--- src/rtl/sdip_pkg.sv ---
package sdip_pkg;
  typedef enum logic [1:0] {
    ROLE_FOLLOW   = 2'd0,
    ROLE_LRU_LEAD = 2'd1,
    ROLE_BIP_LEAD = 2'd2
  } set_role_e;
endpackage

--- src/rtl/sdip_leader_map.sv ---
module sdip_leader_map
  import sdip_pkg::*;
#(
  parameter int SET_W = 10
) (
  input  logic [SET_W-1:0] set_idx,
  output set_role_e        role
);
  localparam int HALF_W = SET_W / 2;

  logic [HALF_W-1:0] lo_fld;
  logic [HALF_W-1:0] hi_fld;

  assign lo_fld = set_idx[HALF_W-1:0];
  assign hi_fld = set_idx[2*HALF_W-1:HALF_W];

  // Equal halves pick plain leaders, inverted halves pick bimodal leaders.
  always_comb begin
    if (lo_fld == hi_fld)       role = ROLE_LRU_LEAD;
    else if (lo_fld == ~hi_fld) role = ROLE_BIP_LEAD;
    else                        role = ROLE_FOLLOW;
  end
endmodule

--- src/rtl/sdip_selector.sv ---
module sdip_selector #(
  parameter int CNT_W = 10
) (
  input  logic             clk,
  input  logic             rst_n,
  input  logic             up,
  input  logic             down,
  output logic [CNT_W-1:0] cnt
);
  localparam logic [CNT_W-1:0] MID_V = {1'b1, {(CNT_W-1){1'b0}}};
  localparam logic [CNT_W-1:0] TOP_V = {CNT_W{1'b1}};

  always_ff @(posedge clk) begin
    if (!rst_n)                        cnt <= MID_V;
    else if (up && (cnt != TOP_V))     cnt <= cnt + 1'b1;
    else if (down && (cnt != '0))      cnt <= cnt - 1'b1;
  end
endmodule

--- src/rtl/sdip_throttle.sv ---
module sdip_throttle #(
  parameter int                LFSR_W = 16,
  parameter logic [LFSR_W-1:0] TAPS   = 16'hB400,
  parameter logic [LFSR_W-1:0] SEED   = 16'hACE1,
  parameter int                EPS_W  = 5
) (
  input  logic              clk,
  input  logic              rst_n,
  input  logic              step,
  output logic [LFSR_W-1:0] state,
  output logic              take_mru
);
  logic fb;

  assign fb       = ^(state & TAPS);
  assign take_mru = (state[EPS_W-1:0] == '0);

  always_ff @(posedge clk) begin
    if (!rst_n)    state <= SEED;
    else if (step) state <= {state[LFSR_W-2:0], fb};
  end
endmodule

--- src/rtl/sdip_insert_ctrl.sv ---
module sdip_insert_ctrl
  import sdip_pkg::*;
#(
  parameter int                SET_W     = 10,
  parameter int                CNT_W     = 10,
  parameter int                LFSR_W    = 16,
  parameter logic [LFSR_W-1:0] LFSR_TAPS = 16'hB400,
  parameter logic [LFSR_W-1:0] LFSR_SEED = 16'hACE1,
  parameter int                EPS_W     = 5
) (
  input  logic             clk,
  input  logic             rst_n,
  input  logic             acc_valid,
  output logic             acc_ready,
  input  logic [SET_W-1:0] acc_set,
  input  logic             acc_hit,
  output logic             dec_valid,
  input  logic             dec_ready,
  output logic             dec_fill,
  output logic             dec_ins_mru,
  output logic             dec_promote,
  output logic             pol_bip
);
  set_role_e         role;
  logic [CNT_W-1:0]  sel_cnt;
  logic [LFSR_W-1:0] thr_state;
  logic              thr_mru;
  logic              fire;
  logic              miss_fire;
  logic              use_bip;

  sdip_leader_map #(.SET_W(SET_W)) u_map (
    .set_idx (acc_set),
    .role    (role)
  );

  assign fire      = acc_valid && dec_ready;
  assign miss_fire = fire && !acc_hit;

  sdip_selector #(.CNT_W(CNT_W)) u_sel (
    .clk   (clk),
    .rst_n (rst_n),
    .up    (miss_fire && (role == ROLE_LRU_LEAD)),
    .down  (miss_fire && (role == ROLE_BIP_LEAD)),
    .cnt   (sel_cnt)
  );

  sdip_throttle #(
    .LFSR_W (LFSR_W),
    .TAPS   (LFSR_TAPS),
    .SEED   (LFSR_SEED),
    .EPS_W  (EPS_W)
  ) u_thr (
    .clk      (clk),
    .rst_n    (rst_n),
    .step     (miss_fire),
    .state    (thr_state),
    .take_mru (thr_mru)
  );

  assign pol_bip = sel_cnt[CNT_W-1];

  always_comb begin
    unique case (role)
      ROLE_LRU_LEAD: use_bip = 1'b0;
      ROLE_BIP_LEAD: use_bip = 1'b1;
      default:       use_bip = pol_bip;
    endcase
  end

  assign acc_ready   = dec_ready;
  assign dec_valid   = acc_valid;
  assign dec_fill    = !acc_hit;
  assign dec_promote = acc_hit;
  assign dec_ins_mru = !acc_hit && (!use_bip || thr_mru);
endmodule

--- config.mk ---
export PLATFORM = sky130hd
export DESIGN_NAME = sdip_insert_ctrl
export DESIGN_NICKNAME = d
export VERILOG_FILES = /design/src/rtl/sdip_pkg.sv /design/src/rtl/sdip_leader_map.sv /design/src/rtl/sdip_selector.sv /design/src/rtl/sdip_throttle.sv /design/src/rtl/sdip_insert_ctrl.sv
export SDC_FILE = /design/constraint.sdc
export NUM_CORES = 1
export LEC_CHECK = 0
export BUFFER_PORTS_ARGS = -buffer_cell sky130_fd_sc_hd__buf_2
export CAP_MARGIN = 20
export CORE_UTILIZATION = 52
export CTS_BUF_LIST = sky130_fd_sc_hd__clkbuf_4 sky130_fd_sc_hd__clkbuf_8 sky130_fd_sc_hd__clkbuf_16
export DETAILED_ROUTE_END_ITERATION = 8
export PLACE_DENSITY = 0.73
export SYNTH_ARGS = -nofsm -noshare
export SYNTH_HDL_FRONTEND = slang
export SYNTH_HIERARCHICAL = 1
export SYNTH_SLANG_ARGS = --single-unit
--- constraint.sdc ---
create_clock -name clk -period 9.6 [get_ports clk]
set_clock_uncertainty 0.2 [all_clocks]
set_input_delay 1.92 -clock clk [delete_from_list [all_inputs] [get_ports clk]]
set_output_delay 1.92 -clock clk [all_outputs]
set_load 0.005 [all_outputs]
==> results.yml <==
clock_tree:
  postCtsHoldBufs: 0
  cts-resized-gates: 0
  htreeDepth: 1
  numCtsBuffers: 3
  cts_setup_buffers: 0
  clk_latency_ns: 0.32
  clock_path_buffers: 2
  cts_sinks: 26
  clkSlewWorstSetupHoldPaths_ns: 0.13
  cts_tree: "done"
  cts_root_buf: "clkbuf_4"
logic_synthesis:
  synth_enable_flop_cells: 0
  syn_avg_cell_area_um2: 9.41
  yosysSeqAreaShare_pct: 31.8
  synth-main-ff-cell: "dfxtp_1"
  synth.distinct_cells: 46
  netlist_area_um2: 1640
  synthesis.instances: 174
  synthArstFlopShare_pct: 0
  synth_seq_cells: 26
  syn_nets: 200
  yosys_warnings: 6
hold_path:
  hold_end: "u_thr/state[6]"
  min_from: "u_thr/state[6]"
  hold_class: "register to register"
  whs_path_depth: 2
power:
  p_comb_share_pct: 12.6
  switching_share_pct: 21.8
  pwr_density_cell_nw_per_um2: 120
  p_leak_nw: 0.688
  clkPwrFrac_pct: 34.6
  p_total_uw: 213
  switchingPower_uw: 46.5
  peakVddDrop_uv: 93.9
  intPower_uw: 167
  seqPwrFrac_pct: 52.8
cells_and_area:
  final_common_cell: "dfxtp_1"
  drive_above_1_share_pct: 15.9
  syn2layout_area_growth_pct: 8.25
  antennaDiodeCount: 0
  layout.nets: 216
  layout_common_cells: "dfxtp_1, mux2i_1, buf_2, nand2_1, nor2b_1"
critical_path:
  worstRegToRegCells: 9
  regToRegSetupSlack_ns: 6.18
  arrival_ns: 3.36
  critical_path_class: "input port to primary output"
  worstSetupStartpoint: "acc_set[5]"
  reg2reg_from: "u_sel/cnt[9]"
  crit_fanout: 2
  crit_required_ns: 7.48
  crit_path_start_kind: "input port"
  r2r_end: "u_sel/cnt[9]"
  end_kind: "primary output"
global_routing:
  busiest_layer: "met2"
  grt_overflow_total: 0
  grt_pass1_wl_um: 4540
  use_met1_pct: 20.2
  grt_util_met3_pct: 4.24
  grtUsageTotal_pct: 17.0
  antenna_found_initial: 0
  grt_pass1_vias: 1109
  globalRouteMet2Util_pct: 30.4
  grt_start_max_net_pins: 31
place:
  io_buffers: 20
  dpl_worst_slack_ns: 4.07
  dp_hpwl_um: 2130
  place.gp.congestion: 0.898
timing:
  timing.final.crit_share_pct: 57.1
  setup_viol: 0
  slew-limit-headroom_pct: 40.5
  fmax_mhz: 182
  finalSetupTns_ns: 0
  finalCriticalPeriod_ns: 5.48
  rsz0062_at_grt: "false"
  setup_ws_ns: 4.12
  worst_pin_slew_ns: 0.893
  hold_viol: 0
  report.final.slew_viol_count: 0
drt:
  avgViaCountPerCell: 5.26
  drc: 0
  drt-initial-drc-count: 32
  routed-via-count: 1226
  ant_nets: 0
  wl_um: 2710
  firstDrtPassIters: 4
  wire_per_inst_um: 11.6
floorplan:
  start_util_pct: 54.1
  die_height_um: 58.1
  core_area_um2: 3030
  io_pins: 21
  dieWidth_um: 58.1
  num_rows: 20
  die-area_um2: 3380
run:
  drv_cap: 0
status:
  status: "completed"
==> per-layer routing <==
metal	vias to the layer above	wire length, um	part of all wire, %
li1	634	-	-
met1	575	1250	46
met2	13	1360	50
met3	4	58	2.1
met4	0	33	1.2
met5	-	0	0
==> cell families after synthesis <==
group / synth area share [%]
simple gates: 20.4
compound gates: 12.6
xor+xnor: 6.88
fa+ha+maj: 8.86
buf+inv: 6.57
mux: 12.9
flops: 31.8
==> worst max-delay path, stage by stage <==
cell     delay (ns)
buf_2          0.10
xor2_1         0.17
nor4_2         0.34
inv_1          0.08
ha_1           0.30
mux2i_1        0.21
o21a_1         0.13
buf_2          0.10
==> power by group through the flow <==
stage | Combinational (mW) | Sequential, mW | Clock (mW)
after detailed placement | 0.0270 | 0.115 | 0
after CTS | 0.0271 | 0.113 | 0.0772
after global placement | 0.0259 | 0.115 | 0
after floorplan | 0.0209 | 0.115 | 0
final | 0.0268 | 0.113 | 0.0737
after global routing | 0.0296 | 0.113 | 0.0801
==> synth_stat cells (2+ instances only) <==
cell type   n  share of area [%]
a31oi_1     2               0.76
xnor2_1     7                3.7
nor2_1      6                1.4
nand2_1    18                4.1
o21ai_0     2               0.61
buf_4       4                1.8
o21a_1      3                1.4
a21oi_1     6                1.8
ha_1       10                7.6
xor2_1      4                2.1
nand2b_1    2               0.76
nor2b_1    15                5.7
buf_6       3                2.1
nor4_1      3                1.1
mux2i_1    20                 12
and2_1      3                1.1
a311o_1     2                1.2
dfxtp_1    26                 32
inv_1       7                1.6
nand4_1     2               0.76
and4_1      3                1.6
a21boi_1    2               0.92
==> area by class of cell <==
class	instances	area [um2]
Clock buffer	3	22.5
Fill cell	273	1250
Clock inverter	1	30.0
Tap cell	44	55.1
Timing Repair Buffer	20	100
Multi-Input combinational cell	130	1010
Inverter	9	35.0
Sequential cell	26	520
==> registers in the layout, indices dropped and copies added, names as in the netlist <==
| register | cells |
|---|---|
| u_sel/cnt | 10 |
| u_thr/state | 16 |
==> worst max-delay path by stage <==
stage	to	slack, ns	cells after the start
after floorplan	dec_ins_mru	4.45	6
after global placement	dec_ins_mru	4.16	8
after detailed placement	u_sel/cnt[9]	4.07	11
after CTS	dec_ins_mru	4.10	8
after global routing	dec_ins_mru	3.99	9
final	dec_ins_mru	4.12	8
==> per-stage QoR <==
| stage | utilization (%) | hold WS, ns | cells | area, um2 |
|---|---|---|---|---|
| final | 58.6 | 0.288 | 233 | 1770 |
| after global routing | 58.6 | 0.321 | 233 | 1770 |
| after CTS | 58.6 | 0.295 | 233 | 1770 |
| after detailed placement | 56.8 | 0.261 | 229 | 1720 |
| after global placement | 56.8 | 0.257 | 229 | 1720 |
| after floorplan | - | 0.241 | 174 | 1640 |
No activity file was read; power rests on OpenSTA's default activity.
